### src/rtl/baud_pkg.sv
package baud_pkg;
  localparam int BYTE_W  = 8;
  localparam int DIV_W   = 2 * BYTE_W;
  localparam int CNT_W   = DIV_W + 1;
  localparam int FRAC_W  = 4;
  localparam int MUL_LSB = 4;
  localparam int ADR_W   = 2;
  localparam int UNLOCK_BIT = 7;

  localparam logic [ADR_W-1:0] ADR_DIV_LO = 2'd0;
  localparam logic [ADR_W-1:0] ADR_DIV_HI = 2'd1;
  localparam logic [ADR_W-1:0] ADR_CTRL   = 2'd2;
  localparam logic [ADR_W-1:0] ADR_FRAC   = 2'd3;

  typedef logic [DIV_W-1:0]  div_t;
  typedef logic [CNT_W-1:0]  cnt_t;
  typedef logic [FRAC_W-1:0] frac_t;

  // zero divisor is run as one so the tick never stalls
  function automatic div_t eff_div(input div_t d);
    return (d == '0) ? div_t'(1) : d;
  endfunction

  function automatic frac_t eff_mul(input frac_t m);
    return (m == '0) ? frac_t'(1) : m;
  endfunction

  function automatic logic frac_on(input frac_t a, input frac_t m);
    return (a != '0) && (a < eff_mul(m));
  endfunction
endpackage

### src/rtl/baud_regs.sv
module baud_regs
  import baud_pkg::*;
(
  input  logic             clk,
  input  logic             rst_n,
  input  logic             wr_en,
  input  logic [ADR_W-1:0] wr_addr,
  input  logic [BYTE_W-1:0] wr_data,
  output div_t             divisor,
  output div_t             div_next,
  output logic             div_load,
  output frac_t            frac_add,
  output frac_t            frac_mul,
  output logic             frac_load
);
  logic              unlock_q;
  logic [BYTE_W-1:0] lo_q, hi_q;
  logic              lo_wr, hi_wr;

  assign lo_wr     = wr_en && unlock_q && (wr_addr == ADR_DIV_LO);
  assign hi_wr     = wr_en && unlock_q && (wr_addr == ADR_DIV_HI);
  assign div_load  = lo_wr || hi_wr;
  assign frac_load = wr_en && (wr_addr == ADR_FRAC);

  assign divisor  = {hi_q, lo_q};
  assign div_next = {hi_wr ? wr_data : hi_q, lo_wr ? wr_data : lo_q};

  always_ff @(posedge clk or negedge rst_n) begin
    if (!rst_n) begin
      lo_q     <= BYTE_W'(1);
      hi_q     <= '0;
      unlock_q <= 1'b0;
      frac_add <= '0;
      frac_mul <= '0;
    end else begin
      if (lo_wr) lo_q <= wr_data;
      if (hi_wr) hi_q <= wr_data;
      if (wr_en && wr_addr == ADR_CTRL) unlock_q <= wr_data[UNLOCK_BIT];
      if (frac_load) begin
        frac_add <= wr_data[FRAC_W-1:0];
        frac_mul <= wr_data[MUL_LSB +: FRAC_W];
      end
    end
  end

  // locked divisor bytes ignore writes
  a_r3_locked_divisor: assert property (@(posedge clk) disable iff (!rst_n)
    (wr_en && !unlock_q && (wr_addr == ADR_DIV_LO || wr_addr == ADR_DIV_HI))
      |=> $stable(divisor));
endmodule

### src/rtl/baud_frac.sv
module baud_frac
  import baud_pkg::*;
(
  input  logic  clk,
  input  logic  rst_n,
  input  logic  period_end,
  input  logic  clear,
  input  frac_t add,
  input  frac_t mul,
  output logic  stretch
);
  frac_t             acc_q;
  logic [FRAC_W:0]   sum;
  logic              active;
  logic              wrap;

  assign active  = frac_on(add, mul);
  assign sum     = {1'b0, acc_q} + {1'b0, add};
  assign wrap    = active && (sum >= {1'b0, eff_mul(mul)});
  assign stretch = period_end && wrap && !clear;

  always_ff @(posedge clk or negedge rst_n) begin
    if (!rst_n)                   acc_q <= '0;
    else if (clear)               acc_q <= '0;
    else if (period_end && active)
      acc_q <= wrap ? FRAC_W'(sum - {1'b0, eff_mul(mul)}) : FRAC_W'(sum);
  end

  // accumulator stays below the effective multiplier
  a_r5_acc_below_mul: assert property (@(posedge clk) disable iff (!rst_n)
    active |-> (acc_q < eff_mul(mul)));
  // inactive fraction never stretches
  a_r6_no_stretch_inactive: assert property (@(posedge clk) disable iff (!rst_n)
    !active |-> !stretch);
endmodule

### src/rtl/baud_counter.sv
module baud_counter
  import baud_pkg::*;
(
  input  logic clk,
  input  logic rst_n,
  input  div_t divisor,
  input  div_t div_next,
  input  logic div_load,
  input  logic stretch,
  output logic period_end,
  output logic tick
);
  cnt_t cnt_q;
  div_t d_eff;
  cnt_t len;

  assign d_eff      = eff_div(divisor);
  assign len        = stretch ? {d_eff, 1'b0} : {1'b0, d_eff};
  assign period_end = (cnt_q == '0);

  always_ff @(posedge clk or negedge rst_n) begin
    if (!rst_n) begin
      cnt_q <= '0;
      tick  <= 1'b0;
    end else begin
      tick <= period_end && !div_load;
      if (div_load)        cnt_q <= {1'b0, eff_div(div_next)} - cnt_t'(1);
      else if (period_end) cnt_q <= len - cnt_t'(1);
      else                 cnt_q <= cnt_q - cnt_t'(1);
    end
  end

  // divisor write restarts the count and suppresses the tick
  a_r7_restart: assert property (@(posedge clk) disable iff (!rst_n)
    div_load |=> (!tick && cnt_q == ({1'b0, eff_div(divisor)} - cnt_t'(1))));
  // single-cycle pulse for divisors of two or more
  a_r8_single_pulse: assert property (@(posedge clk) disable iff (!rst_n)
    (tick && d_eff >= div_t'(2)) |=> !tick);
  // count never exceeds a doubled period
  a_r2_count_range: assert property (@(posedge clk) disable iff (!rst_n)
    cnt_q < {d_eff, 1'b0});
endmodule

### src/rtl/baud_tick_gen.sv
module baud_tick_gen
  import baud_pkg::*;
(
  input  logic              clk,
  input  logic              rst_n,
  input  logic              wr_en,
  input  logic [ADR_W-1:0]  wr_addr,
  input  logic [BYTE_W-1:0] wr_data,
  output logic              tick
);
  div_t  divisor, div_next;
  logic  div_load, frac_load;
  frac_t frac_add, frac_mul;
  logic  period_end, stretch;

  baud_regs u_regs (
    .clk(clk), .rst_n(rst_n), .wr_en(wr_en), .wr_addr(wr_addr), .wr_data(wr_data),
    .divisor(divisor), .div_next(div_next), .div_load(div_load),
    .frac_add(frac_add), .frac_mul(frac_mul), .frac_load(frac_load)
  );

  baud_frac u_frac (
    .clk(clk), .rst_n(rst_n), .period_end(period_end),
    .clear(frac_load || div_load), .add(frac_add), .mul(frac_mul),
    .stretch(stretch)
  );

  baud_counter u_cnt (
    .clk(clk), .rst_n(rst_n), .divisor(divisor), .div_next(div_next),
    .div_load(div_load), .stretch(stretch), .period_end(period_end), .tick(tick)
  );

  // no tick while held in reset
  always_comb begin
    if (!rst_n) a_r1_reset_quiet: assert (!tick || $time == 0);
  end
endmodule

### config.mk
export PLATFORM = sky130hd
export DESIGN_NAME = baud_tick_gen
export DESIGN_NICKNAME = d
export VERILOG_FILES = /design/src/rtl/baud_pkg.sv /design/src/rtl/baud_regs.sv /design/src/rtl/baud_frac.sv /design/src/rtl/baud_counter.sv /design/src/rtl/baud_tick_gen.sv
export SDC_FILE = /design/constraint.sdc
export NUM_CORES = 1
export LEC_CHECK = 0
export BUFFER_PORTS_ARGS = -buffer_cell sky130_fd_sc_hd__buf_2
export CORE_MARGIN = 2
export CORE_UTILIZATION = 26
export CTS_BUF_LIST = sky130_fd_sc_hd__clkbuf_4 sky130_fd_sc_hd__clkbuf_8
export CTS_CLUSTER_DIAMETER = 40
export DETAILED_ROUTE_END_ITERATION = 8
export PLACE_DENSITY = 0.47
export SYNTH_ARGS = -nofsm -noshare
export SYNTH_HDL_FRONTEND = slang
export SYNTH_SLANG_ARGS = --single-unit
### constraint.sdc
create_clock -name clk -period 7.65 [get_ports clk]
set_input_delay 0.765 -clock clk [delete_from_list [all_inputs] [get_ports clk]]
set_output_delay 0.765 -clock clk [all_outputs]
set_load 0.005 [all_outputs]
==> results.toml, run 1 <==
[synthesis]
postSynthAreaPerCell_um2 = 9.35
synthCells = 350
synth_edf_count = 0
syn_area_um2 = 3270
ys_types = 67
yosys_register_bits = 47
synthFlopType = "dfrtp_1"
ys_warn_count = 0
ys_seq_area_share_pct = 36.0
async_flop_share_pct = 100
synth.net_count = 377

[clocking]
cts_hold_buf = 0
htree_levels = 2
cts_tree = "done"
clockBufferDepth = 2
root_buffer = "clkbuf_8"
numCtsBuffers = 5
clkLatencyLatePin_ns = 0.31
cts.sinks = 47
clkTransAtPathRegs_ns = 0.10
postCtsSetupBuffers = 0
cts_resized = 0

[global_route]
first_global_vias = 2624
grt_max_degree = 48
antenna_found_initial = 0
grt_pass1_wl_mm = 15.1
gr-usage-all-layers_pct = 14.6
gr-total-overflow = 0

[pwr]
powerDensity_nw_per_um2 = 285
total_power_mw = 1.03
peakVddDrop_v = 0.0000918
leakage_nw = 1.48

[finish]
final_util_pct = 29.8
drive_gt1_share_pct = 17.6
nets = 384
stdcell_count = 526
syn_to_final_growth_pct = 10.7
n_antenna_cell = 0
fin_area_um2 = 3620
fillers = 1282
mostFrequentLayoutCell = "nand2_1"
final_cell_mix = "nand2_1, dfrtp_1, mux2_2"

[job]
maxCapViolCount = 0

[setup_path]
required_ns = 7.88
cp_max_fo = 11
crit_arrival_ns = 4.14
critPathCapture = "u_cnt.cnt_q[11]"
r2r_cells = 14
cp-start-kind = "flop"
rrSetupSlack_ns = 3.75
path_class = "reg2reg"
crit_path_end_kind = "flop"
r2r_end = "u_cnt.cnt_q[11]"
crit_start = "u_regs.frac_add[1]"
r2r_start = "u_regs.frac_add[1]"

[place]
io_buffers = 13
place_inst = 518
pre_cts_ws_ns = 3.66
dp_hpwl_mm = 7.08
placed_cell_area_um2 = 3500
finalWeightedCongestion = 0.872

[drt]
drtIter0Drc = 298
first_pass_iters = 4
postRouteAntennaNets = 0
drt_wl_total_mm = 9.33
via_per_inst = 5.23
vias = 2753
drc = 0
wl_per_cell_um = 17.7

[timing]
timing.final.ws_setup_ns = 3.75
rsz0062_at_grt = "no"
setup_violations = 0
slew_headroom_pct = 28.2
slew_violations = 0
finalSetupTns_ns = 0
post-route-period-util_pct = 51.0
worst_slew_pin_slew_ns = 1.08
fin_worst_skew_ns = 0.00862
period_needed_ns = 3.90
timing_hold_violations_final = 0
hold_ws_ns = 0.498
fmax_ghz = 0.256

[min_path]
hold_start = "u_frac.acc_q[2]"
min-delay-path-class = "reg2reg"

[die]
core_area_um2 = 12200
dieArea_um2 = 13500
start_util_pct = 26.9
pin_count = 14
die_h_um = 116
die_w_um = 116
rows = 40

[outcome]
status = "finished, final reports clean"
[synth_stat cells (all sizes together), types with 5 or more instances]
library cell  instances  area (um2)
nand2                48         180
nand3                14        75.1
mux2i                14         140
a21oi                12        60.1
dfrtp                46        1150
o21ai                18        93.8
nor3                 11        55.1
xor2                  8        70.1
nor2                 18        70.1
clkbuf               13        48.8
ha                   12         150
inv                  13        48.8
o211ai                6        45.0
mux2                 19         214
xnor2                11        96.3
a211oi                5        47.5
nor4                 10        90.1
[worst max-delay path, stage by stage, from the launching register on]
cell      delay (ns)
dfrtp_1         0.47
ha_1            0.32
a21o_1          0.17
a21oi_1         0.16
xnor2_1         0.18
ha_1            0.31
a211oi_1        0.30
o221ai_1        0.17
buf_4           0.21
nand2_1         0.24
o211ai_1        0.28
nor4_2          0.34
nand2_1         0.22
nor4b_2         0.29
xnor2_1         0.15
[state kept, by name (all words and copies together), names as in the netlist]
signal           count
u_cnt.cnt_q         17
u_regs.hi_q          8
u_regs.lo_q          8
u_frac.acc_q         4
u_regs.frac_add      4
u_regs.frac_mul      4
u_cnt.tick           1
u_regs.unlock_q      1
[kinds of logic (layout without fill, tap and decap cells)]
group	Yosys count	after routing	share of synthesized area, %
simple gates	129	129	21.2
compound gates	78	78	17.4
flops	47	47	36.0
mux	33	33	10.8
buf+inv	30	38	3.75
xor+xnor	19	19	5.09
fa+ha+maj	14	14	5.81
[report_power, final]
part           total (mW)  internal (mW)  switching [mW]
sequential          0.421          0.325          0.0958
combinational       0.418          0.182           0.236
clock               0.192         0.0992          0.0930
total                1.03          0.606           0.425
[final cells by class]
cell class / instances / area [um2] / area share [%]
tap: 168 / 210 / 5.81
sequential: 47 / 1180 / 32.5
clock inverter: 3 / 47.5 / 1.31
inverter: 14 / 57.6 / 1.59
multi-input combinational: 273 / 1970 / 54.5
clock buffer: 5 / 68.8 / 1.90
timing repair buffer: 16 / 87.6 / 2.42
[per-layer routing]
layer / share of wire [%] / GRT usage, %
met5: 0 / 0
met4: 1.4 / 3.33
met3: 5.3 / 2.59
met2: 45 / 22.7
met1: 48 / 21.2
[worst min path at each step]
| stage | to | cells after the start | slack [ns] |
|---|---|---|---|
| floorplan | u_frac.acc_q[0] | 2 | 0.45 |
| global placement | u_frac.acc_q[3] | 2 | 0.49 |
| detailed placement | u_frac.acc_q[2] | 2 | 0.49 |
| CTS | u_frac.acc_q[2] | 2 | 0.51 |
| global route | u_frac.acc_q[2] | 2 | 0.54 |
| finish | u_frac.acc_q[2] | 2 | 0.50 |
(Power assumes the default switching activity.)
==> inputs of run 2 (changes only) <==
--- a/config.mk
+++ b/config.mk
@@ -11,7 +11,7 @@
 export CTS_BUF_LIST = sky130_fd_sc_hd__clkbuf_4 sky130_fd_sc_hd__clkbuf_8
 export CTS_CLUSTER_DIAMETER = 40
 export DETAILED_ROUTE_END_ITERATION = 8
-export PLACE_DENSITY = 0.47
+export PLACE_DENSITY = 0.49
 export SYNTH_ARGS = -nofsm -noshare
 export SYNTH_HDL_FRONTEND = slang
 export SYNTH_SLANG_ARGS = --single-unit
==> constraint.sdc (replaced) <==
create_clock -name clk -period 3.4 [get_ports clk]
set_input_delay 0.34 -clock clk [delete_from_list [all_inputs] [get_ports clk]]
set_output_delay 0.34 -clock clk [all_outputs]
set_load 0.005 [all_outputs]
==> run 2 against run 1 <==
Compared with the run above:
- worst hold slack lost 0.29 ns
- sequential power grew 120%
- cell count grew 9.3%
- clock-buffer cell count is the same
- maximum frequency grew 15%
- sequential share of layout area shrank 4.5 points
- via count grew 9.0%
- critical path depth grew 1
- core utilization grew 4.8 points
- register-to-register slack lost 3.7 ns
- design area grew 16%
==> results.toml, run 2 (synthesis results as in run 1) <==
[place]
dp_hpwl_mm = 7.58
pre_cts_ws_ns = -0.191
io_buffers = 13
place_inst = 557
finalWeightedCongestion = 0.937

[timing]
fmax_ghz = 0.294
post-route-period-util_pct = 99.9
setup_violations = 0
slew_violations = 0
worst_slew_pin_slew_ns = 1.09
hold_ws_ns = 0.206
rsz0062_at_grt = "yes"
finalSetupTns_ns = 0
timing.final.ws_setup_ns = 0.00223
period_needed_ns = 3.40
slew_headroom_pct = 27.0
fin_worst_skew_ns = 0.0138
timing_hold_violations_final = 0

[clocking]
cts_tree = "done"
clockBufferDepth = 2
clkTransAtPathRegs_ns = 0.11
numCtsBuffers = 5
htree_levels = 2
cts.sinks = 47
root_buffer = "clkbuf_8"
cts_hold_buf = 0
clkLatencyLatePin_ns = 0.32

[global_route]
grt_max_degree = 48
grt_pass1_wl_mm = 16.7
antenna_found_initial = 0
gr-usage-all-layers_pct = 16.2
first_global_vias = 3045
gr-total-overflow = 0

[drt]
vias = 3001
postRouteAntennaNets = 0
via_per_inst = 5.22
first_pass_iters = 5
drt_wl_total_mm = 10.4
drtIter0Drc = 201
wl_per_cell_um = 18.0
drc = 0

[pwr]
peakVddDrop_v = 0.000251
powerDensity_nw_per_um2 = 647
leakage_nw = 1.81

[die]
rows = 40
die_w_um = 116
dieArea_um2 = 13500
die_h_um = 116
core_area_um2 = 12200
pin_count = 14
start_util_pct = 26.9

[job]
maxCapViolCount = 0

[setup_path]
r2r_end = "u_cnt.cnt_q[13]"
r2r_start = "u_regs.frac_add[1]"
cp-start-kind = "flop"
required_ns = 3.65
crit_arrival_ns = 3.65
cp_max_fo = 6
critPathCapture = "u_cnt.cnt_q[13]"
crit_start = "u_regs.frac_add[1]"
rrSetupSlack_ns = 0.002
r2r_cells = 15
crit_path_end_kind = "flop"
path_class = "reg2reg"

[finish]
nets = 433
drive_gt1_share_pct = 33.7
fillers = 1251
stdcell_count = 575
regMostFlops = "u_cnt.cnt_q"
n_antenna_cell = 0
top_regs = "u_cnt.cnt_q x17, u_regs.hi_q x8, u_regs.lo_q x8"
final_cell_mix = "buf_4, dfrtp_1, nand2_1"
mostFrequentLayoutCell = "buf_4"
syn_to_final_growth_pct = 28.4
largest_reg_flops = 17

[min_path]
min-delay-path-class = "in2async"

[outcome]
status = "finished, final reports clean"
-- run 2: cell type report --
cell class | count | area (um2) | share of cell area [%]
Multi-Input combinational cell | 273 | 2170 | 51.6
Clock inverter | 3 | 47.5 | 1.13
Clock buffer | 5 | 68.8 | 1.64
Timing Repair Buffer | 65 | 470 | 11.2
Tap cell | 168 | 210 | 5.00
Inverter | 14 | 57.6 | 1.37
Sequential cell | 47 | 1180 | 28.0
-- run 2: power by group --
group | total [mW] | switching, mW | internal, mW | leakage (nW)
sequential | 0.938 | 0.206 | 0.732 | 0.572
combinational | 1.32 | 0.663 | 0.657 | 1.18
clock | 0.458 | 0.234 | 0.224 | 0.0587
-- run 2: routing by layer --
metal,wire length (um),track usage [%],vias up
met1,4720,21.8,1467
met5,0,0,-
li1,-,-,1403
met2,4840,26.1,98
met3,519,3.01,33
met4,295,5.71,0
-- run 2: repair_timing --
item | 4_1_cts | 5_1_grt
setup endpoints to repair | 13 | 13
pin swaps | 12 | 16
resized for setup | 11 | 29
buffers inserted | 6 | 4
gates cloned | 0 | 0
-- run 2: how the worst min path moves through the flow --
| stage | startpoint | to | slack, ns | depth (start not counted) |
|---|---|---|---|---|
| finish | rst_n | u_frac.acc_q[1] | 0.21 | 1 |
| global route | rst_n | u_frac.acc_q[0] | 0.31 | 1 |
| CTS | rst_n | u_frac.acc_q[3] | 0.26 | 1 |
| detailed placement | u_frac.acc_q[0] | u_frac.acc_q[0] | 0.50 | 2 |
| global placement | u_frac.acc_q[2] | u_frac.acc_q[2] | 0.48 | 2 |
| floorplan | rst_n | u_cnt.cnt_q[0] | 0.04 | 0 |
-- run 2: through the flow --
| stage | instance area, um2 | total power, mW | utilization, % |
|---|---|---|---|
| 4_1_cts | 4010 | 2.57 | 33.0 |
| 2_1_floorplan | 3280 | 1.60 | - |
| 5_1_grt | 4200 | 2.89 | 34.5 |
| 3_3_place_gp | 3800 | 2.03 | 31.3 |
| 3_5_place_dp | 3800 | 2.04 | 31.3 |
| 6_report | 4200 | 2.72 | 34.5 |
-- run 2: critical path, stage by stage, from the launching register on --
cell	delay [ns]
dfrtp_1	0.40
ha_1	0.29
a21o_1	0.17
a21oi_2	0.19
xnor2_2	0.16
ha_4	0.25
a211oi_4	0.27
o221a_4	0.28
buf_6	0.12
o21ai_4	0.05
o221a_4	0.25
nor4_4	0.31
buf_4	0.19
nand2_1	0.06
nor3_2	0.16
xor2_1	0.16
==> inputs of run 3 (changes only) <==
--- a/config.mk
+++ b/config.mk
@@ -11,7 +11,7 @@
 export CTS_BUF_LIST = sky130_fd_sc_hd__clkbuf_4 sky130_fd_sc_hd__clkbuf_8
 export CTS_CLUSTER_DIAMETER = 40
 export DETAILED_ROUTE_END_ITERATION = 8
-export PLACE_DENSITY = 0.49
+export PLACE_DENSITY = 0.41
 export SYNTH_ARGS = -nofsm -noshare
 export SYNTH_HDL_FRONTEND = slang
 export SYNTH_SLANG_ARGS = --single-unit
==> run 3 against run 2 <==
Compared with the run above:
- the run now ends with negative setup slack left
- global-route usage is 0.65 points higher
- register-to-register slack lost 0.06 ns
- critical path depth shrank 1
- core utilization rose by 0.23 points
- flip-flop and latch count unchanged
- clock skew is 0.0085 ns lower
- sequential share of layout area shrank 0.18 points
- critical endpoint is now u_cnt.cnt_q[11]
- largest power group unchanged
==> results.toml, run 3 (synthesis results as in run 1) <==
[timing]
slew_headroom_pct = 41.7
post-route-period-util_pct = 102
finalSetupTns_ns = -0.203
setup_violations = 4
slew_violations = 0
fin_worst_skew_ns = 0.00528
fmax_ghz = 0.289
worst_slew_pin_slew_ns = 0.875
timing.final.ws_setup_ns = -0.0614
rsz0062_at_grt = "yes"
hold_ws_ns = 0.133
timing_hold_violations_final = 0
period_needed_ns = 3.46

[place]
pre_cts_ws_ns = -0.174
dp_hpwl_mm = 7.67
place_inst = 563
finalWeightedCongestion = 0.878
io_buffers = 13
placed_cell_area_um2 = 3850

[finish]
final_cell_mix = "buf_4, dfrtp_1, nand2_1"
largest_reg_flops = 17
mostFrequentLayoutCell = "buf_4"
final_util_pct = 34.8
n_antenna_cell = 0
nets = 448
regMostFlops = "u_cnt.cnt_q"
top_regs = "u_cnt.cnt_q x17, u_regs.hi_q x8, u_regs.lo_q x8"
drive_gt1_share_pct = 35.1
fillers = 1260
syn_to_final_growth_pct = 29.2
fin_area_um2 = 4230
stdcell_count = 590

[drt]
drc = 0
via_per_inst = 5.03
highest_layer = "met4"
drtIter0Drc = 175
wl_per_cell_um = 17.9
wl_met2_mm = 5.00
first_pass_iters = 4
met1_length_mm = 5.04
postRouteAntennaNets = 0
drt_wl_total_mm = 10.6
vias = 2970
wl_met3_um = 410

[setup_path]
crit_chain = "ha_1 > a21o_1 > a21oi_2 > xnor2_2 > ha_4 > a211oi_4 > o221a_4 > buf_6 > o21ai_4 > o221a_4 > nor4_4 > buf_4 > nor4b_4 > xnor2_1"
slowest_stage = "dfrtp_1"
crit_path_end_kind = "flop"
crit_arrival_ns = 3.70
cp_top_family = "compound AO/OA/AOI/OAI gates"
cpPeakStageDelay_ns = 0.41
cp.depth = 14
path_class = "reg2reg"
cp-start-kind = "flop"
r2r_cells = 14
critPathBufInv = 2
crit_top_cell = "o221a_4"
cp_max_fo = 6
required_ns = 3.64

[global_route]
gr-total-overflow = 0
grt_max_degree = 36
antenna_found_initial = 0
gr-usage-all-layers_pct = 16.8
grt_pass1_wl_mm = 17.4
first_global_vias = 3129

[die]
rows = 40
dieArea_um2 = 13500
die_h_um = 116
die_w_um = 116
start_util_pct = 26.9
core_area_um2 = 12200
pin_count = 14

[outcome]
violations = "negative setup slack"
status = "finished, violations left"

[clocking]
root_buffer = "clkbuf_8"
cts_tree = "done"
cts.sinks = 47
htree_levels = 2
clkLatencyLatePin_ns = 0.31
numCtsBuffers = 5
clkTransAtPathRegs_ns = 0.10
clockBufferDepth = 2

[pwr]
powerDensity_nw_per_um2 = 631
peakVddDrop_v = 0.000238
leakage_nw = 1.81
total_power_mw = 2.67

[job]
maxCapViolCount = 0

[min_path]
min-delay-path-class = "in2async"
## run 3: cell types whose count changed in the layout (fill, tap and decap cells not counted), sizes merged
| cell | previous run | this run |
|---|---|---|
| buf | 65 | 80 |
| inv | 14 | 13 |
| bufinv | 1 | 0 |
| clkinvlp | 0 | 1 |
| clkinv | 2 | 1 |
| clkbuf | 5 | 7 |
## run 3: area by class of cell
type	count	area, um2	share of cell area (%)
clock buffer	7	96.3	2.28
clock inverter	1	7.51	0.178
inverter	14	57.6	1.36
multi-input combinational	273	2100	49.7
sequential	47	1180	27.8
tap	168	210	4.97
timing repair buffer	80	576	13.6
## run 3: path summary, 6_finish.rpt
kind,from,endpoint,slack [ns]
max,u_regs.frac_add[1],u_cnt.cnt_q[11],-0.06
min,rst_n,u_regs.lo_q[5],0.13
max reg2reg,u_regs.frac_add[1],u_cnt.cnt_q[11],-0.06
min reg2reg,u_frac.acc_q[0],u_frac.acc_q[0],0.49
max in group asynchronous,rst_n,u_cnt.cnt_q[0],2.55
min in group clk,wr_data[6],u_regs.lo_q[6],0.32
## run 3: timing repair
action	CTS	global route
buffers inserted	21	2
pin swaps	20	18
hold buffers	0	0
setup endpoints to repair	13	14
endpoints found under the hold margin	0	0
gates resized for setup	16	14
## run 3: layer usage
metal | vias up | track usage, %
met5 | - | 0
met2 | 56 | 27.6
met4 | 0 | 4.05
li1 | 1432 | -
met3 | 8 | 2.49
met1 | 1474 | 23.4
## run 3: report_power, final
group	switching [mW]	total [mW]	internal, mW
combinational	0.651	1.33	0.679
clock	0.220	0.406	0.186
sequential	0.198	0.930	0.732
